<file path="src/rtl/cfg_port_pkg.sv">
package cfg_port_pkg;

  typedef struct packed {
    logic sel_lo_n;
    logic sel_hi;
    logic wr_n;
    logic rd_n;
  } strobe_t;

  localparam int STROBE_W = $bits(strobe_t);

  localparam strobe_t STROBE_IDLE = '{sel_lo_n: 1'b1, sel_hi: 1'b0, wr_n: 1'b1, rd_n: 1'b1};

  function automatic logic port_selected(input strobe_t s);
    return !s.sel_lo_n && s.sel_hi;
  endfunction

endpackage

</file>
<file path="src/rtl/cfg_sync_chain.sv">
module cfg_sync_chain #(
  parameter int W = 4,
  parameter int STAGES = 2,
  parameter logic [W-1:0] RST_VAL = '0
) (
  input  logic         clk,
  input  logic         rst_n,
  input  logic [W-1:0] d,
  output logic [W-1:0] q
);

  logic [W-1:0] stg [STAGES];

  for (genvar i = 0; i < STAGES; i++) begin : g_stage
    if (i == 0) begin : g_first
      always_ff @(posedge clk or negedge rst_n) begin
        if (!rst_n) stg[0] <= RST_VAL;
        else        stg[0] <= d;
      end
    end else begin : g_next
      always_ff @(posedge clk or negedge rst_n) begin
        if (!rst_n) stg[i] <= RST_VAL;
        else        stg[i] <= stg[i-1];
      end
    end
  end

  assign q = stg[STAGES-1];

endmodule

</file>
<file path="src/rtl/cfg_write_capture.sv">
module cfg_write_capture #(
  parameter int DATA_W = 8
) (
  input  logic              clk,
  input  logic              rst_n,
  input  logic              sel,
  input  logic              wr_n_s,
  input  logic [DATA_W-1:0] bus_in,
  input  logic              ser_ready,
  output logic              ser_valid,
  output logic [DATA_W-1:0] ser_data,
  output logic              overrun,
  output logic              wr_event
);

  logic              wr_prev;
  logic              full_q;
  logic              ovr_q;
  logic [DATA_W-1:0] data_q;

  always_ff @(posedge clk or negedge rst_n) begin
    if (!rst_n) wr_prev <= 1'b1;
    else        wr_prev <= wr_n_s;
  end

  assign wr_event = wr_prev && !wr_n_s && sel;

  always_ff @(posedge clk or negedge rst_n) begin
    if (!rst_n) begin
      full_q <= 1'b0;
      ovr_q  <= 1'b0;
      data_q <= '0;
    end else begin
      if (full_q && ser_ready) full_q <= 1'b0;
      if (wr_event) begin
        if (full_q) begin
          ovr_q <= 1'b1;
        end else begin
          full_q <= 1'b1;
          data_q <= bus_in;
        end
      end
    end
  end

  assign ser_valid = full_q;
  assign ser_data  = data_q;
  assign overrun   = ovr_q;

  // an offered byte waits, unchanged, for the serializer
  assert_hold_R3: assert property (@(posedge clk) disable iff (!rst_n)
    (ser_valid && !ser_ready) |=> (ser_valid && $stable(ser_data)));

  // an accepted write is offered with the bus value
  assert_capture_R2: assert property (@(posedge clk) disable iff (!rst_n)
    (wr_event && !ser_valid) |=> (ser_valid && ser_data == $past(bus_in)));

  // a write while busy keeps the byte and flags the loss
  assert_drop_R6: assert property (@(posedge clk) disable iff (!rst_n)
    (wr_event && ser_valid) |=> ($stable(ser_data) && overrun));

  // the loss flag is sticky
  assert_sticky_R6: assert property (@(posedge clk) disable iff (!rst_n)
    overrun |=> overrun);

endmodule

</file>
<file path="src/rtl/cfg_status_drive.sv">
module cfg_status_drive #(
  parameter int DATA_W = 8
) (
  input  logic              sel,
  input  logic              wr_n_s,
  input  logic              rd_n_s,
  input  logic              busy,
  output logic              bus_oe,
  output logic [DATA_W-1:0] bus_out
);

  localparam int LOW_W = DATA_W - 1;

  always_comb begin
    bus_oe  = sel && !rd_n_s && wr_n_s;
    bus_out = {!busy, {LOW_W{1'b1}}};
  end

endmodule

</file>
<file path="src/rtl/cfg_byte_port.sv">
module cfg_byte_port #(
  parameter int DATA_W = 8,
  parameter int SYNC_STAGES = 2
) (
  input  logic              clk,
  input  logic              rst_n,
  input  logic              sel_lo_n,
  input  logic              sel_hi,
  input  logic              wr_strobe_n,
  input  logic              rd_strobe_n,
  input  logic [DATA_W-1:0] bus_in,
  output logic [DATA_W-1:0] bus_out,
  output logic              bus_oe,
  output logic              ser_valid,
  output logic [DATA_W-1:0] ser_data,
  input  logic              ser_ready,
  output logic              overrun
);

  import cfg_port_pkg::*;

  strobe_t raw_s;
  strobe_t sync_s;
  logic    sel_s;
  logic    wr_event;

  assign raw_s = '{sel_lo_n: sel_lo_n, sel_hi: sel_hi, wr_n: wr_strobe_n, rd_n: rd_strobe_n};

  cfg_sync_chain #(
    .W      (STROBE_W),
    .STAGES (SYNC_STAGES),
    .RST_VAL(STROBE_IDLE)
  ) u_sync (
    .clk  (clk),
    .rst_n(rst_n),
    .d    (raw_s),
    .q    (sync_s)
  );

  assign sel_s = port_selected(sync_s);

  cfg_write_capture #(
    .DATA_W(DATA_W)
  ) u_capture (
    .clk      (clk),
    .rst_n    (rst_n),
    .sel      (sel_s),
    .wr_n_s   (sync_s.wr_n),
    .bus_in   (bus_in),
    .ser_ready(ser_ready),
    .ser_valid(ser_valid),
    .ser_data (ser_data),
    .overrun  (overrun),
    .wr_event (wr_event)
  );

  cfg_status_drive #(
    .DATA_W(DATA_W)
  ) u_status (
    .sel    (sel_s),
    .wr_n_s (sync_s.wr_n),
    .rd_n_s (sync_s.rd_n),
    .busy   (ser_valid),
    .bus_oe (bus_oe),
    .bus_out(bus_out)
  );

  // nothing is driven while the port is not selected
  assert_unselected_quiet_R1: assert property (@(posedge clk) disable iff (!rst_n)
    !sel_s |-> !bus_oe);

  // a write in progress never drives the bus
  assert_write_wins_R5: assert property (@(posedge clk) disable iff (!rst_n)
    wr_event |-> !bus_oe);

  // the status bit mirrors the holding register
  assert_status_bit_R4: assert property (@(posedge clk) disable iff (!rst_n)
    bus_oe |-> (bus_out[DATA_W-1] == !ser_valid));

  initial begin
    assert_params_R7: assert (SYNC_STAGES >= 1 && DATA_W >= 2);
  end

endmodule

</file>
<file path="config.mk">
export PLATFORM = sky130hd
export DESIGN_NAME = cfg_byte_port
export DESIGN_NICKNAME = d
export VERILOG_FILES = /design/src/rtl/cfg_port_pkg.sv /design/src/rtl/cfg_sync_chain.sv /design/src/rtl/cfg_write_capture.sv /design/src/rtl/cfg_status_drive.sv /design/src/rtl/cfg_byte_port.sv
export SDC_FILE = /design/constraint.sdc
export NUM_CORES = 1
export LEC_CHECK = 0
export BUFFER_PORTS_ARGS = -buffer_cell sky130_fd_sc_hd__buf_2
export CORE_MARGIN = 4
export CORE_UTILIZATION = 38
export DETAILED_ROUTE_END_ITERATION = 8
export GPL_TIMING_DRIVEN = 0
export MAX_ROUTING_LAYER = met4
export PLACE_DENSITY_LB_ADDON = 0.1
export SYNTH_ARGS = -nofsm -noshare
export SYNTH_HDL_FRONTEND = slang
export SYNTH_SLANG_ARGS = --single-unit
</file>
<file path="constraint.sdc">
create_clock -name clk -period 1.3 [get_ports clk]
set_input_delay 0.065 -clock clk [delete_from_list [all_inputs] [get_ports clk]]
set_output_delay 0.065 -clock clk [all_outputs]
set_load 0.02 [all_outputs]
</file>
; Yosys cells after proc, flatten, opt, wreduce, memory -nomap -nowiden
; Index checks and enable logic that the tools add are counted.
[totals]
register_bits = 19
in_bits = 15
word_cells = 22
output_inout_bits = 19
[op_classes]
muxes = 3
bitwise = 1
n_reduce_logical = 12
[op_table]
columns = op, count
row1 = 1-bit logical AND, 6
row2 = 1-bit logical NOT, 4
row3 = 2-bit AND reduction, 2
row4 = 1-bit two-way mux, 3
row5 = 1-bit inverter, 1

; Logic depth before layout (Yosys ltp)
; Gate-level depths: netlist of the first run.
[logic_depth]
word_depth = 4
mapped_depth = 4
ltp_nobuf = 3

; Cells and area by module
; Synthesis of the first run repeated with hierarchy kept, for this count alone.
[unflattened]
cells_unflattened = 48
area_unflattened_um2 = 784.5
[modules_own_cells]
columns = module, seq_area_each_um2, instances, area_per_inst_um2, cells_each
row1 = cfg_write_capture, 276.5, 1, 464.2, 25
row2 = cfg_sync_chain, 207.7, 1, 237.7, 12
row3 = cfg_status_drive, 0.0, 1, 68.8, 10
row4 = cfg_byte_port, 0.0, 1, 13.8, 1

; Worst setup path after synthesis of the first run
; No wires, ideal clock.
[synth_path]
kind = flip-flop to flip-flop
from = reg u_sync.stg, in the netlist u_sync.q[3]
to = reg u_capture.data_q[0], in the netlist u_capture.ser_data[0]
stages_incl_launch_ff = 5
period_less_slack_ns = 1.400
path_buffers = 1
setup_time_ns = 0.125
arrival_time_ns = 1.275
path_slack_ns = -0.100
required_time_ns = 1.175
cell_sequence = dfstp_2 > and4bb_1 > and2_4 > buf_6 > mux2_4
[synth_between]
elab_chain_cells = 4
[synth_lines]
columns = element, line_no
row1 = start: declaration, cfg_sync_chain.sv:12  ; logic [W-1:0] stg [STAGES];
row2 = start signal: indexed assignment, cfg_sync_chain.sv:23  ; else stg[i] <= stg[i-1];
row3 = 1-bit logical NOT, cfg_port_pkg.sv:15  ; return !s.sel_lo_n && s.sel_hi;
row4 = 1-bit logical AND, cfg_port_pkg.sv:15
row5 = 1-bit logical AND, cfg_write_capture.sv:26  ; assign wr_event = wr_prev && !wr_n_s && sel;
row6 = 2-bit AND reduction (no source line), n/a
row7 = end signal: assignment, cfg_write_capture.sv:40  ; data_q <= bus_in;
row8 = end: declaration, cfg_write_capture.sv:19  ; logic [DATA_W-1:0] data_q;
; Every way passes these cells.
; A chain may end at the register's enable or synchronous reset.

; Final worst setup path of the first run
[layout_path]
from = reg u_capture.wr_prev
to = reg u_capture.data_q[7], in the netlist u_capture.ser_data[7]
[layout_between]
elab_chain_cells = 3
[layout_lines]
columns = element, line_no
row1 = start: declaration, cfg_write_capture.sv:16  ; logic wr_prev;
row2 = start signal: assignment, cfg_write_capture.sv:23  ; else wr_prev <= wr_n_s;
row3 = 1-bit logical AND (2 in a row), cfg_write_capture.sv:26
row4 = 2-bit AND reduction (no source line), n/a
; Every way passes these cells.

==> run_results.csv, run 1 <==
group,metric,value,unit
status,outcome,"finished with violations",
status,violations,"negative setup slack",
cells_and_area,fin_nets,109,
timing,rsz0062_at_grt,"yes",
timing,setup-tns-final,-0.964,ns
floorplanning,rows,15,
worst_setup_path,cp_cell_sequence,"and4bb_2 > and2_4 > mux2_4",
worst_setup_path,reg2reg_from,"u_capture.wr_prev$_DFF_PN1_",
cells_and_area,layout_commonest_cell,"buf_2",
global_routing,grt_pass1_vias,484,
timing,finClkSkew,0.00321,ns
drt,vias_per_cell,4.03,
worst_setup_path,critical-path-top-delay-family,"flip-flops",
worst_setup_path,rr_endpoint,"u_capture.ser_data[7]$_DFFE_PN0P_",
cells_and_area,drive_gt1_share,62.4,%
worst_setup_path,crit_type,"register to register",
placed_design,dp.cells,99,
clock_tree,root_buffer,"clkbuf_4",
global_routing,grt_pass1_wl,2080,um
power,leakage,0.000540,uW
worst_setup_path,path_depth,3,
floorplanning,die_h,51.7,um
cells_and_area,area_growth,49.5,%
timing,hold_violations,0,
worst_setup_path,startpoint_type,"register",
cells_and_area,fin_cells,118,
cells_and_area,final_cell_area,0.00108,mm2
clock_tree,cts_buffers,3,
drt,drt_iter0_markers,2,
flow_run,drv_cap,0,
timing,fin_hold_ws,0.0133,ns
timing,timing.final.ws_setup,-0.135,ns
yosys,synth_seq_cells,19,
floorplanning,core_area,0.00176,mm2
yosys,ys_seq_area_share,66.7,%
yosys,yosysTopAreaCellShare,41.4,%
timing,finalCritPeriodShare,110,%
timing,max_freq,697,MHz
placed_design,place_congestion,0.724,
yosys,synth_top_family_by_area,"multiplexers",
cells_and_area,multi_input_area,205,um2
floorplanning,start_util,41.1,%
drt,vias,476,
drt,firstDrtPassIters,3,
yosys,synthTopCellsByArea,"dfrtp_1 (41%), dfstp_2 (25%), mux2_4 (17%)",
clock_tree,clk_path_buf_depth,2,
worst_setup_path,crit_path_max_fanout,5,
worst_setup_path,cp.required,1.48,ns
worst_setup_path,ff2ff_path_depth,3,
worst_hold_path,hold_depth,2,
yosys,synthXorXnorAreaFrac,0,%
power,ir_worst_vdd,0.000775,V
worst_setup_path,crit_buf_inv,0,
yosys,netlist_area,726,um2
yosys,synth_top_area_cell,"dfrtp_1",
worst_setup_path,end_kind,"register",
clock_tree,cts.sinks,19,
global_routing,overflow,0,
yosys,yosys_warnings,0,
worst_setup_path,crit_slowest_cell,"dfstp_2",
drt,wirelength,1370,um
global_routing,grt_max_degree,20,
yosys,muxShareOfSynthArea,16.6,%
worst_hold_path,hold_path.class,"primary input to register",
yosys,netlist_instances,42,
clock_tree,cts_tree,"built",
clock_tree,clk_latency,0.28,ns
cells_and_area,seqCellArea,484,um2
worst_setup_path,rrSetupSlack,-0.14,ns
yosys,avgSynthCellArea,17.3,um2
power,power_density,1270,mW/mm2
yosys,synth_cell_types,12,
floorplanning,io_pins,34,
cells_and_area,most-common-layout-cells,"buf_2 (25), dlygate4sd3_1 (13), dfrtp_1 (12), buf_4 (9), mux2_4 (8)",
placed_design,dpl.hpwl,903,um
placed_design,io_buffers,26,
floorplanning,dieWidth,51.7,um
clock_tree,h-tree-depth,1,
worst_setup_path,critPathCapture,"u_capture.ser_data[7]$_DFFE_PN0P_",
timing,slew_viol_final,0,
drt,drtAntennaViolNets,0,
worst_setup_path,crit_start,"u_capture.wr_prev$_DFF_PN1_",
clock_tree,path_clk_slew,0.10,ns
timing,setup_viol,9,
cells_and_area,fillers,154,
global_routing,track_usage,11.1,%
global_routing,antenna_found_initial,0,
drt,drt-wirelength-per-cell,11.6,um
cells_and_area,antenna_cells,0,
drt,drc,0,
yosys,synth_compound_area_share,2.24,%
worst_setup_path,slowest_delay,0.53,ns
yosys,synthSimpleGateAreaFrac,4.66,%
worst_setup_path,arrival,1.61,ns
placed_design,placed_cell_area,910,um2
timing,fin_crit,1.44,ns
floorplanning,die_area,0.00267,mm2
yosys,synthAdderAreaFrac,0,%
[area by class of cell]
| class | instances | share of cell area (%) |
|---|---|---|
| buffer | 7 | 4.84 |
| multi-input combinational | 21 | 18.9 |
| sequential | 19 | 44.6 |
| tap | 25 | 2.88 |
| timing repair buffer | 41 | 26.0 |
| inverter | 1 | 0.346 |
| clock buffer | 4 | 2.42 |
[metal layers]
| metal | GRT usage (%) | wire, um |
|---|---|---|
| met1 | 12.2 | 546 |
| met2 | 19.5 | 687 |
| met3 | 3.44 | 128 |
| met4 | 2.62 | 8 |
| met5 | - | 0 |
[how the worst min path moves through the flow]
stage               startpoint                           endpoint  slack, ns
global placement         rst_n  u_capture.ser_data[0]$_DFFE_PN0P_       0.02
finish               bus_in[2]  u_capture.ser_data[2]$_DFFE_PN0P_       0.01
CTS                  bus_in[5]  u_capture.ser_data[5]$_DFFE_PN0P_      0.004
floorplan                rst_n      u_capture.overrun$_DFFE_PN0P_      -0.23
detailed placement       rst_n  u_capture.ser_data[1]$_DFFE_PN0P_       0.01
global route         bus_in[2]  u_capture.ser_data[2]$_DFFE_PN0P_      0.001
[flip-flops by register name, summed over array words and instances (netlist names)]
name and flops:
u_sync.stg 4, u_capture.ser_valid 1, u_capture.wr_prev 1, u_sync.q 4
u_capture.ser_data 8, u_capture.overrun 1
[cell usage after synthesis]
master,n
and4bb_2,1
mux2_4,8
buf_6,1
buf_4,7
a21o_2,1
dfstp_2,7
and4bb_1,1
conb_1,1
and2_4,1
o21bai_1,1
dfrtp_1,12
inv_1,1
[power breakdown]
group          leakage, uW  switching, uW  internal (uW)  total (uW)
Clock            0.0000150            160            119         279
Combinational     0.000306            184            193         378
Sequential        0.000220           42.0            682         724
[timing repair]
item,4_1_cts,5_1_grt
endpoints found under the setup margin,9,10
setup buffers,2,0
pin swaps,2,1
cloned,1,0
hold buffers,10,3
endpoints found under the hold margin,21,3
gates resized for setup,3,1
[kinds of logic after synthesis]
| group | Yosys count |
|---|---|
| other | 1 |
| multiplexers | 8 |
| flip-flops | 19 |
| buffers and inverters | 9 |
| AND/OR/NAND/NOR | 3 |
| AO/OA/AOI/OAI | 2 |
[through the flow]
step	power [uW]	worst slack (ns)	utilization, %
floorplan	957	-0.100	-
global placement	1070	-0.147	51.6
detailed placement	1080	-0.175	51.6
CTS	1390	-0.149	59.6
global route	1440	-0.166	61.5
finish	1380	-0.135	61.5
No activity file was read; power rests on OpenSTA's default activity.
==> inputs of run 2 (changes only) <==
--- a/config.mk
+++ b/config.mk
@@ -5,7 +5,7 @@
 export SDC_FILE = /design/constraint.sdc
 export NUM_CORES = 1
 export LEC_CHECK = 0
-export BUFFER_PORTS_ARGS = -buffer_cell sky130_fd_sc_hd__buf_2
+export BUFFER_PORTS_ARGS = -buffer_cell sky130_fd_sc_hd__buf_4
 export CORE_MARGIN = 4
 export CORE_UTILIZATION = 38
 export DETAILED_ROUTE_END_ITERATION = 8
==> run 2 against run 1 <==
The flow still finishes with violations (negative setup slack). Worst setup slack got worse by 0.0086 ns. Critical path depth unchanged. Clock-buffer cell count shrank 1. Clock power rose by 4%. Power rose by 5.9%. Critical path type unchanged.
==> run_results.csv, run 2 (synthesis results as in run 1) <==
group,metric,value,unit
cells_and_area,fin_nets,110,
worst_setup_path,arrival,1.63,ns
clock_tree,cts_tree,"built",
cells_and_area,largest_reg_flops,8,
worst_setup_path,crit_path_max_fanout,5,
placed_design,dpl.hpwl,952,um
placed_design,placed_cell_area,975,um2
timing,setup_viol,10,
worst_setup_path,end_kind,"register",
cells_and_area,utilization,66.1,%
clock_tree,h-tree-depth,1,
floorplanning,dieWidth,51.7,um
timing,slew_viol_final,0,
cells_and_area,seqCellArea,484,um2
floorplanning,start_util,41.1,%
floorplanning,die_h,51.7,um
cells_and_area,layout_commonest_cell,"buf_4",
drt,drtAntennaViolNets,0,
cells_and_area,fillers,145,
timing,timing.final.ws_setup,-0.144,ns
cells_and_area,multi_input_area,205,um2
clock_tree,cts_buffers,3,
global_routing,track_usage,13.2,%
clock_tree,path_clk_slew,0.11,ns
drt,drt-wirelength-per-cell,13.1,um
worst_hold_path,hold_path.class,"primary input to asynchronous set/reset pin",
drt,vias_per_cell,4.11,
placed_design,place_congestion,0.667,
global_routing,overflow,0,
clock_tree,clk_latency,0.29,ns
worst_setup_path,cp.required,1.48,ns
floorplanning,rows,15,
global_routing,antenna_found_initial,0,
timing,hold_violations,0,
cells_and_area,antenna_cells,0,
cells_and_area,most-common-layout-cells,"buf_4 (32), dlygate4sd3_1 (14), dfrtp_1 (12), mux2_4 (8)",
drt,drt_iter0_markers,0,
timing,rsz0062_at_grt,"yes",
status,outcome,"finished with violations",
drt,drc,0,
floorplanning,core_area,0.00176,mm2
worst_setup_path,startpoint_type,"register",
power,power_density,1250,mW/mm2
cells_and_area,drive_gt1_share,62.8,%
floorplanning,die_area,0.00267,mm2
timing,finalCritPeriodShare,111,%
clock_tree,clk_path_buf_depth,2,
cells_and_area,final_cell_area,0.00117,mm2
global_routing,grt_max_degree,20,
status,violations,"negative setup slack",
clock_tree,cts.sinks,19,
floorplanning,io_pins,34,
drt,firstDrtPassIters,1,
worst_setup_path,crit_type,"register to register",
cells_and_area,area_growth,60.7,%
timing,fin_crit,1.44,ns
timing,finClkSkew,0.00139,ns
flow_run,drv_cap,0,
drt,vias,489,
cells_and_area,fin_cells,119,
power,power.total,1460,uW
global_routing,grt_pass1_vias,546,
drt,wirelength,1560,um
clock_tree,root_buffer,"clkbuf_4",
placed_design,io_buffers,26,
global_routing,grt_pass1_wl,2440,um
timing,max_freq,693,MHz
power,leakage,0.000569,uW
placed_design,dp.cells,99,
power,ir_worst_vdd,0.000836,V
run 2: cell count changes in the layout (fill, tap and decap cells not counted):
| cell | previous run | this run |
|---|---|---|
| buf_2 | 25 | 0 |
| buf_4 | 9 | 32 |
| buf_6 | 1 | 3 |
| clkbuf_1 | 1 | 0 |
| clkinv_2 | 0 | 1 |
| dlygate4sd3_1 | 13 | 14 |
run 2: worst paths after layout:
path	from	end	slack (ns)	cells after the start
hold / removal	rst_n	u_capture.ser_data[0]$_DFFE_PN0P_	0.18	2
hold reg to reg	u_sync.stg[4]$_DFF_PN1_	u_sync.q[0]$_DFF_PN1_	0.36	0
setup / recovery	u_capture.wr_prev$_DFF_PN1_	u_capture.ser_data[5]$_DFFE_PN0P_	-0.14	3
max in group asynchronous	rst_n	u_sync.stg[7]$_DFF_PN1_	0.86	2
setup reg to reg	u_capture.wr_prev$_DFF_PN1_	u_capture.ser_data[5]$_DFFE_PN0P_	-0.14	3
min in group clk	u_sync.stg[4]$_DFF_PN1_	u_sync.q[0]$_DFF_PN1_	0.36	0
run 2: cell type report:
type / count / share of cell area [%]
tap: 25 / 2.68
sequential: 19 / 41.5
clock buffer: 3 / 1.93
clock inverter: 1 / 0.429
timing repair buffer: 42 / 31.0
buffer: 7 / 4.51
multi-input combinational: 21 / 17.6
inverter: 1 / 0.322
run 2: timing repair:
action / in CTS / in global routing
hold buffers: 13 / 1
setup buffers: 2 / 0
hold endpoints to repair: 31 / 1
cloned: 1 / 0
pin swaps: 2 / 1
setup endpoints to repair: 9 / 10
gates resized for setup: 4 / 1
run 2: critical path: stages (launching register included):
cell,delay [ns]
dfstp_2,0.53
and4bb_2,0.28
and2_4,0.22
mux2_4,0.31
run 2: layer usage:
layer / routed length, um / track usage [%] / share of wire (%) / vias up
li1: - / - / - / 228
met1: 623 / 14.8 / 40 / 236
met2: 824 / 22.9 / 53 / 25
met3: 114 / 3.72 / 7.3 / 0
met4: 0 / 3.93 / 0 / 0
met5: 0 / - / 0 / -
run 2: through the flow:
step	setup TNS (ns)	worst slack, ns	hold slack (ns)
2_1_floorplan	-0.802	-0.100	-0.231
3_3_place_gp	-1.17	-0.148	-0.0544
3_5_place_dp	-1.32	-0.167	-0.0506
4_1_cts	-1.15	-0.146	0.000437
5_1_grt	-1.43	-0.180	0.169
6_report	-1.11	-0.144	0.179
run 2: report_power, final:
part	switching [uW]	internal, uW	total [uW]
Sequential	48.3	682	730
Clock	177	114	291
Combinational	193	247	440
Total	418	1040	1460
